<file path="src/rtl/spi_ram_pkg.sv">
package spi_ram_pkg;

  localparam int INSTR_W      = 8;
  localparam int ADDR_FIELD_W = 16;
  localparam logic [INSTR_W-1:0] INSTR_FETCH = 8'h03;
  localparam logic [INSTR_W-1:0] INSTR_STORE = 8'h02;

  typedef enum logic [1:0] {
    ST_IDLE,
    ST_LEAD,
    ST_SHIFT,
    ST_TRAIL
  } xfer_state_e;

  // Serial clock half period in system cycles for a rate code.
  function automatic int unsigned half_cycles(input int unsigned code);
    return 32'd1 << code;
  endfunction

  // Total bits clocked in one transfer.
  function automatic int unsigned frame_bits(input int unsigned data_w);
    return INSTR_W + ADDR_FIELD_W + data_w;
  endfunction

endpackage

</file>
<file path="src/rtl/sr_cfg_regs.sv">
module sr_cfg_regs #(
  parameter int DIV_W     = 2,
  parameter int GUARD_W   = 3,
  parameter int DIV_RST   = 2,
  parameter int GUARD_RST = 3
) (
  input  logic               clk,
  input  logic               rst_n,
  input  logic               div_we,
  input  logic [DIV_W-1:0]   div_val,
  input  logic               guard_we,
  input  logic [GUARD_W-1:0] guard_val,
  output logic [DIV_W-1:0]   div_q,
  output logic [GUARD_W-1:0] guard_q
);

  always_ff @(posedge clk or negedge rst_n) begin
    if (!rst_n) begin
      div_q   <= DIV_W'(DIV_RST);
      guard_q <= GUARD_W'(GUARD_RST);
    end else begin
      if (div_we)   div_q   <= div_val;
      if (guard_we) guard_q <= guard_val;
    end
  end

endmodule

</file>
<file path="src/rtl/sr_sck_gen.sv">
module sr_sck_gen #(
  parameter int CNT_W = 4
) (
  input  logic             clk,
  input  logic             rst_n,
  input  logic             run,
  input  logic [CNT_W-1:0] half_m1,
  output logic             sck,
  output logic             rise_now,
  output logic             fall_now
);

  logic [CNT_W-1:0] cnt_q;
  logic             edge_now;

  assign edge_now = run && (cnt_q == half_m1);
  assign rise_now = edge_now && !sck;
  assign fall_now = edge_now && sck;

  always_ff @(posedge clk or negedge rst_n) begin
    if (!rst_n) begin
      cnt_q <= '0;
      sck   <= 1'b0;
    end else if (!run) begin
      cnt_q <= '0;
      sck   <= 1'b0;
    end else if (edge_now) begin
      cnt_q <= '0;
      sck   <= ~sck;
    end else begin
      cnt_q <= cnt_q + 1'b1;
    end
  end

endmodule

</file>
<file path="src/rtl/sr_seq.sv">
module sr_seq
  import spi_ram_pkg::*;
#(
  parameter int ADDR_W  = 11,
  parameter int DATA_W  = 8,
  parameter int DIV_W   = 2,
  parameter int GUARD_W = 3,
  parameter int CNT_W   = 4
) (
  input  logic               clk,
  input  logic               rst_n,
  input  logic               req,
  input  logic               req_we,
  input  logic [ADDR_W-1:0]  req_addr,
  input  logic [DATA_W-1:0]  req_wdata,
  input  logic [DIV_W-1:0]   cfg_div,
  input  logic [GUARD_W-1:0] cfg_guard,
  input  logic               rise_now,
  input  logic               fall_now,
  input  logic               miso,
  output logic               run,
  output logic [CNT_W-1:0]   half_m1,
  output logic [DIV_W-1:0]   act_div,
  output logic [GUARD_W-1:0] act_guard,
  output logic               cs_n,
  output logic               mosi,
  output logic               busy,
  output logic               done,
  output logic [DATA_W-1:0]  rdata
);

  localparam int FRAME_W = frame_bits(DATA_W);
  localparam int BIT_W   = $clog2(FRAME_W);

  xfer_state_e          state_q;
  logic [FRAME_W-1:0]   frame_q;
  logic [BIT_W-1:0]     bit_q;
  logic [GUARD_W-1:0]   wait_q;
  logic [DATA_W-1:0]    rx_q;
  logic [FRAME_W-1:0]   new_frame;
  logic                 take;
  logic                 last_bit;

  function automatic logic [FRAME_W-1:0] build_frame(
    input logic              we,
    input logic [ADDR_W-1:0] addr,
    input logic [DATA_W-1:0] wd
  );
    logic [INSTR_W-1:0] instr;
    instr = we ? INSTR_STORE : INSTR_FETCH;
    return {instr, ADDR_FIELD_W'(addr), (we ? wd : {DATA_W{1'b0}})};
  endfunction

  assign new_frame = build_frame(req_we, req_addr, req_wdata);
  assign take      = (state_q == ST_IDLE) && req;
  assign last_bit  = (bit_q == BIT_W'(FRAME_W - 1));
  assign run       = (state_q == ST_SHIFT);
  assign busy      = (state_q != ST_IDLE);
  assign half_m1   = CNT_W'(half_cycles(32'(act_div)) - 32'd1);

  always_ff @(posedge clk or negedge rst_n) begin
    if (!rst_n) begin
      state_q   <= ST_IDLE;
      frame_q   <= '0;
      bit_q     <= '0;
      wait_q    <= '0;
      rx_q      <= '0;
      act_div   <= '0;
      act_guard <= '0;
      cs_n      <= 1'b1;
      mosi      <= 1'b0;
      done      <= 1'b0;
      rdata     <= '0;
    end else begin
      done <= 1'b0;
      unique case (state_q)
        ST_IDLE: begin
          if (take) begin
            act_div   <= cfg_div;
            act_guard <= cfg_guard;
            frame_q   <= new_frame;
            mosi      <= new_frame[FRAME_W-1];
            bit_q     <= '0;
            cs_n      <= 1'b0;
            if (cfg_guard == '0) begin
              state_q <= ST_SHIFT;
            end else begin
              wait_q  <= cfg_guard - 1'b1;
              state_q <= ST_LEAD;
            end
          end
        end
        ST_LEAD: begin
          if (wait_q == '0) state_q <= ST_SHIFT;
          else              wait_q  <= wait_q - 1'b1;
        end
        ST_SHIFT: begin
          if (rise_now) rx_q <= {rx_q[DATA_W-2:0], miso};
          if (fall_now) begin
            if (last_bit) begin
              cs_n  <= 1'b1;
              done  <= 1'b1;
              rdata <= rx_q;
              if (act_guard == '0) begin
                state_q <= ST_IDLE;
              end else begin
                wait_q  <= act_guard - 1'b1;
                state_q <= ST_TRAIL;
              end
            end else begin
              bit_q   <= bit_q + 1'b1;
              frame_q <= frame_q << 1;
              mosi    <= frame_q[FRAME_W-2];
            end
          end
        end
        ST_TRAIL: begin
          if (wait_q == '0) state_q <= ST_IDLE;
          else              wait_q  <= wait_q - 1'b1;
        end
        default: state_q <= ST_IDLE;
      endcase
    end
  end

endmodule

</file>
<file path="src/rtl/spi_ram_master.sv">
module spi_ram_master #(
  parameter int ADDR_W    = 11,
  parameter int DATA_W    = 8,
  parameter int DIV_W     = 2,
  parameter int GUARD_W   = 3,
  parameter int DIV_RST   = 2,
  parameter int GUARD_RST = 3
) (
  input  logic               clk,
  input  logic               rst_n,
  input  logic               cfg_div_we,
  input  logic [DIV_W-1:0]   cfg_div_val,
  input  logic               cfg_guard_we,
  input  logic [GUARD_W-1:0] cfg_guard_val,
  input  logic               req,
  input  logic               req_we,
  input  logic [ADDR_W-1:0]  req_addr,
  input  logic [DATA_W-1:0]  req_wdata,
  output logic               busy,
  output logic               done,
  output logic [DATA_W-1:0]  rdata,
  output logic               ram_cs_n,
  output logic               ram_sck,
  output logic               ram_mosi,
  input  logic               ram_miso
);

  localparam int CNT_W = 2 ** DIV_W;

  logic [DIV_W-1:0]   cfg_div;
  logic [GUARD_W-1:0] cfg_guard;
  logic [DIV_W-1:0]   act_div;
  logic [GUARD_W-1:0] act_guard;
  logic [CNT_W-1:0]   half_m1;
  logic               run;
  logic               rise_now;
  logic               fall_now;

  sr_cfg_regs #(
    .DIV_W    (DIV_W),
    .GUARD_W  (GUARD_W),
    .DIV_RST  (DIV_RST),
    .GUARD_RST(GUARD_RST)
  ) u_cfg (
    .clk      (clk),
    .rst_n    (rst_n),
    .div_we   (cfg_div_we),
    .div_val  (cfg_div_val),
    .guard_we (cfg_guard_we),
    .guard_val(cfg_guard_val),
    .div_q    (cfg_div),
    .guard_q  (cfg_guard)
  );

  sr_sck_gen #(
    .CNT_W(CNT_W)
  ) u_sck (
    .clk     (clk),
    .rst_n   (rst_n),
    .run     (run),
    .half_m1 (half_m1),
    .sck     (ram_sck),
    .rise_now(rise_now),
    .fall_now(fall_now)
  );

  sr_seq #(
    .ADDR_W (ADDR_W),
    .DATA_W (DATA_W),
    .DIV_W  (DIV_W),
    .GUARD_W(GUARD_W),
    .CNT_W  (CNT_W)
  ) u_seq (
    .clk      (clk),
    .rst_n    (rst_n),
    .req      (req),
    .req_we   (req_we),
    .req_addr (req_addr),
    .req_wdata(req_wdata),
    .cfg_div  (cfg_div),
    .cfg_guard(cfg_guard),
    .rise_now (rise_now),
    .fall_now (fall_now),
    .miso     (ram_miso),
    .run      (run),
    .half_m1  (half_m1),
    .act_div  (act_div),
    .act_guard(act_guard),
    .cs_n     (ram_cs_n),
    .mosi     (ram_mosi),
    .busy     (busy),
    .done     (done),
    .rdata    (rdata)
  );

endmodule

</file>
<file path="config.mk">
export PLATFORM = sky130hd
export DESIGN_NAME = spi_ram_master
export DESIGN_NICKNAME = d
export VERILOG_FILES = /design/src/rtl/spi_ram_pkg.sv /design/src/rtl/sr_cfg_regs.sv /design/src/rtl/sr_sck_gen.sv /design/src/rtl/sr_seq.sv /design/src/rtl/spi_ram_master.sv
export SDC_FILE = /design/constraint.sdc
export NUM_CORES = 1
export LEC_CHECK = 0
export ABC_AREA = 1
export BUFFER_PORTS_ARGS = -buffer_cell sky130_fd_sc_hd__buf_2
export CAP_MARGIN = 20
export CORE_MARGIN = 5
export CORE_UTILIZATION = 50
export CTS_CLUSTER_DIAMETER = 200
export DETAILED_ROUTE_END_ITERATION = 16
export GPL_ROUTABILITY_DRIVEN = 0
export HOLD_SLACK_MARGIN = 0.15
export PLACE_DENSITY = 0.73
export SLEW_MARGIN = 20
export SYNTH_ARGS = -nofsm -noshare
export SYNTH_HDL_FRONTEND = slang
export SYNTH_SLANG_ARGS = --single-unit
</file>
<file path="constraint.sdc">
create_clock -name clk -period 1.72 [get_ports clk]
set_input_delay 0.344 -clock clk [delete_from_list [all_inputs] [get_ports clk]]
set_output_delay 0.344 -clock clk [all_outputs]
set_load 0.005 [all_outputs]
</file>
==> reports/metrics.yaml <==
status: "finished, violations left"
violations: "setup timing"
clock-sinks: 75
final.period_utilization_pct: 107
cp-end-kind: "register"
met2_usage_pct: 27.8
root_buffer: "clkbuf_8"
post-place-cells: 525
finalWorstSetupSlack_ns: -0.117
finalSetupViolCount: 41
netlist_instances: 389
drc: 0
clock_path_buffers: 2
final_util_pct: 66.1
drt_first_iter_violations: 96
ys_ff_latch: 75
path_clk_slew_ns: 0.09
async_flop_share_pct: 100
die_area_mm2: 0.00927
drv_slew: 0
arrival_ns: 2.09
cts-buffers-inserted: 9
r2r_end: "u_seq.state_q[0]$_DFFE_PN0P_"
h-tree-depth: 3
drive_above_1_share_pct: 42.7
grt.overflow.total: 0
grt_start_max_net_pins: 76
p_leak_nw: 2.45
viasPerCell: 5.13
chipWidth_um: 96.3
antenna_found_initial: 0
use_met1_pct: 21.3
avgSynthCellArea_um2: 9.57
vias: 2907
syn-num-nets: 424
hold_path_class: "in2reg"
area_delta_synth_final_pct: 28.9
relSlewSlack_pct: 73.7
pin_count: 44
grt_busiest_layer: "met2"
crit_start: "u_seq.bit_q[1]$_DFFE_PN0P_"
hold_depth: 3
min_from: "cfg_guard_val[1]"
initial_core_util_pct: 51.3
portBuffers: 43
synth_top_flop_cell: "dfrtp_1"
post-place-ws_ns: 0.0288
skew_ns: 0.0152
crit_required_ns: 1.98
r2r_slack_ns: -0.12
dr.pass1.iters: 4
worst_pin_slew_ns: 0.394
rsz0062_at_grt: "true"
synth_edf_count: 0
worst_setup_path_start_kind: "register"
ys_types: 36
ant_nets: 0
finalHoldViolCount: 0
syn_area_mm2: 0.00372
fmax_mhz: 544
die_h_um: 96.3
use_met3_pct: 3.60
worstSetupPathType: "reg2reg"
r2r_start: "u_seq.bit_q[1]$_DFFE_PN0P_"
cts_tree: "built"
drv_cap: 0
track_usage_pct: 16.8
whs_endpoint: "u_cfg.guard_q[1]$_DFFE_PN1P_"
rows: 31
grt_pass1_vias: 2809
crit_fanout: 6
avgRoutedWirePerCell_um: 14.2
finalWirelength_um: 8070
final_cells: 567
tns_ns: -2.81
synth_warnings: 0
placed_area_mm2: 0.00407
fillers: 584
rr_worst_depth: 10
grt_pass1_wl_um: 12200
ys_seq_area_share_pct: 50.6
ir_drop_uv: 1020
core_area_mm2: 0.00725
period_minus_slack_ns: 1.84
powerDensity_mw_per_mm2: 1850
hpwl_um: 4730
antenna_cells: 0
final_net_count: 498
clk-insertion-delay-late_ns: 0.35
fin_area_mm2: 0.00480
==> worst max-delay path, cell delays in order (launching register included) <==
cell	delay, ns
dfrtp_1	0.40
ha_2	0.20
nand2_2	0.08
nor2_2	0.04
ha_2	0.19
or2_4	0.28
o21ai_1	0.11
inv_2	0.09
nand4_1	0.18
buf_4	0.15
inv_1	0.03
==> cells by family (layout without fill, tap and decap cells) <==
family / after synthesis / after routing / share of synthesized area [%]
and+or+nand+nor: 189 / 191 / 23.7
DFF: 75 / 75 / 50.6
muxes: 13 / 13 / 3.56
adders and majority gates: 4 / 4 / 1.35
xor gates and xnor gates: 2 / 2 / 0.471
AOI/OAI and AO/OA: 62 / 62 / 13.0
buffers and inverters: 44 / 121 / 7.33
==> cell usage after synthesis, drive strengths merged (3+ instances only) <==
cell	number	area (um2)
ha	4	50.1
a21oi	3	22.5
inv	28	110
nand4	16	100
a22oi	7	57.6
nor2	29	159
nand3	15	92.6
or2	3	18.8
dfrtp	71	1780
buf	15	159
nand2	126	510
dfstp	4	105
mux2i	11	110
o21ai	50	389
==> power breakdown <==
part / internal, mW / switching (mW) / total (mW) / leakage, nW
logic: 2.05 / 2.50 / 4.55 / 1.36
clock network: 0.970 / 0.661 / 1.63 / 0.121
registers: 2.27 / 0.422 / 2.70 / 0.971
total: 5.29 / 3.59 / 8.88 / 2.45
==> worst max path at each step <==
stage                                              end  slack, ns  cells past startpoint
after detailed placement   u_seq.wait_q[0]$_DFFE_PN0P_       0.03                     10
after global routing       u_seq.wait_q[0]$_DFFE_PN0P_      -0.21                     10
after global placement    u_seq.frame_q[2]$_DFFE_PN0P_       0.07                     10
final                     u_seq.state_q[0]$_DFFE_PN0P_      -0.12                     10
after CTS                  u_seq.wait_q[0]$_DFFE_PN0P_       0.01                     10
after floorplan           u_seq.frame_q[6]$_DFFE_PN0P_      -0.03                     11
==> per-stage QoR <==
step / hold WS (ns) / total power [mW]
3_5_place_dp: 0.413 / 5.79
4_1_cts: 0.186 / 7.44
6_report: 0.195 / 8.88
5_1_grt: 0.211 / 9.49
2_1_floorplan: 0.0484 / 5.33
3_3_place_gp: 0.407 / 5.68
==> sequential cells by signal, indices dropped and copies added, names as in the netlist <==
signal           count
u_seq.act_div        2
u_seq.rdata          8
u_seq.frame_q       31
u_seq.mosi           1
u_seq.bit_q          5
u_seq.done           1
u_cfg.guard_q        3
u_seq.state_q        2
u_sck.cnt_q          4
u_seq.act_guard      3
u_cfg.div_q          2
u_seq.cs_n           1
u_seq.rx_q           8
u_sck.sck            1
u_seq.wait_q         3
==> cells in the final DEF, fill, tap and decap left out, types with 9 or more instances in the layout <==
master / n
nand3_1: 13
o21ai_0: 11
nand2_2: 19
nand4_1: 16
buf_2: 43
inv_1: 21
nor2_1: 21
clkbuf_8: 9
nand2_4: 19
dfrtp_1: 71
o21ai_2: 37
mux2i_1: 11
nand2_1: 87
buf_4: 17
==> final cells by class <==
cell class	count	area, um2	share of cell area, %
inverters	28	110	2.30
repair buffers	77	654	13.6
flip-flops and latches	75	1880	39.2
multi-input cells	272	1790	37.2
clock buffers	10	128	2.66
well taps	99	124	2.58
clock inverters	6	113	2.35
==> timing repair <==
item,in CTS,in global routing
endpoints found under the hold margin,71,0
buffers inserted,0,11
gates resized for setup,0,40
setup endpoints to repair,0,48
hold buffers,1,0
==> routing by layer <==
layer	vias to the layer above	share of wire (%)
li1	1434	-
met1	1410	45
met2	56	51
met3	7	3.4
met4	0	1.1
met5	-	0
Note: power is estimated with default switching activity, not from simulation.
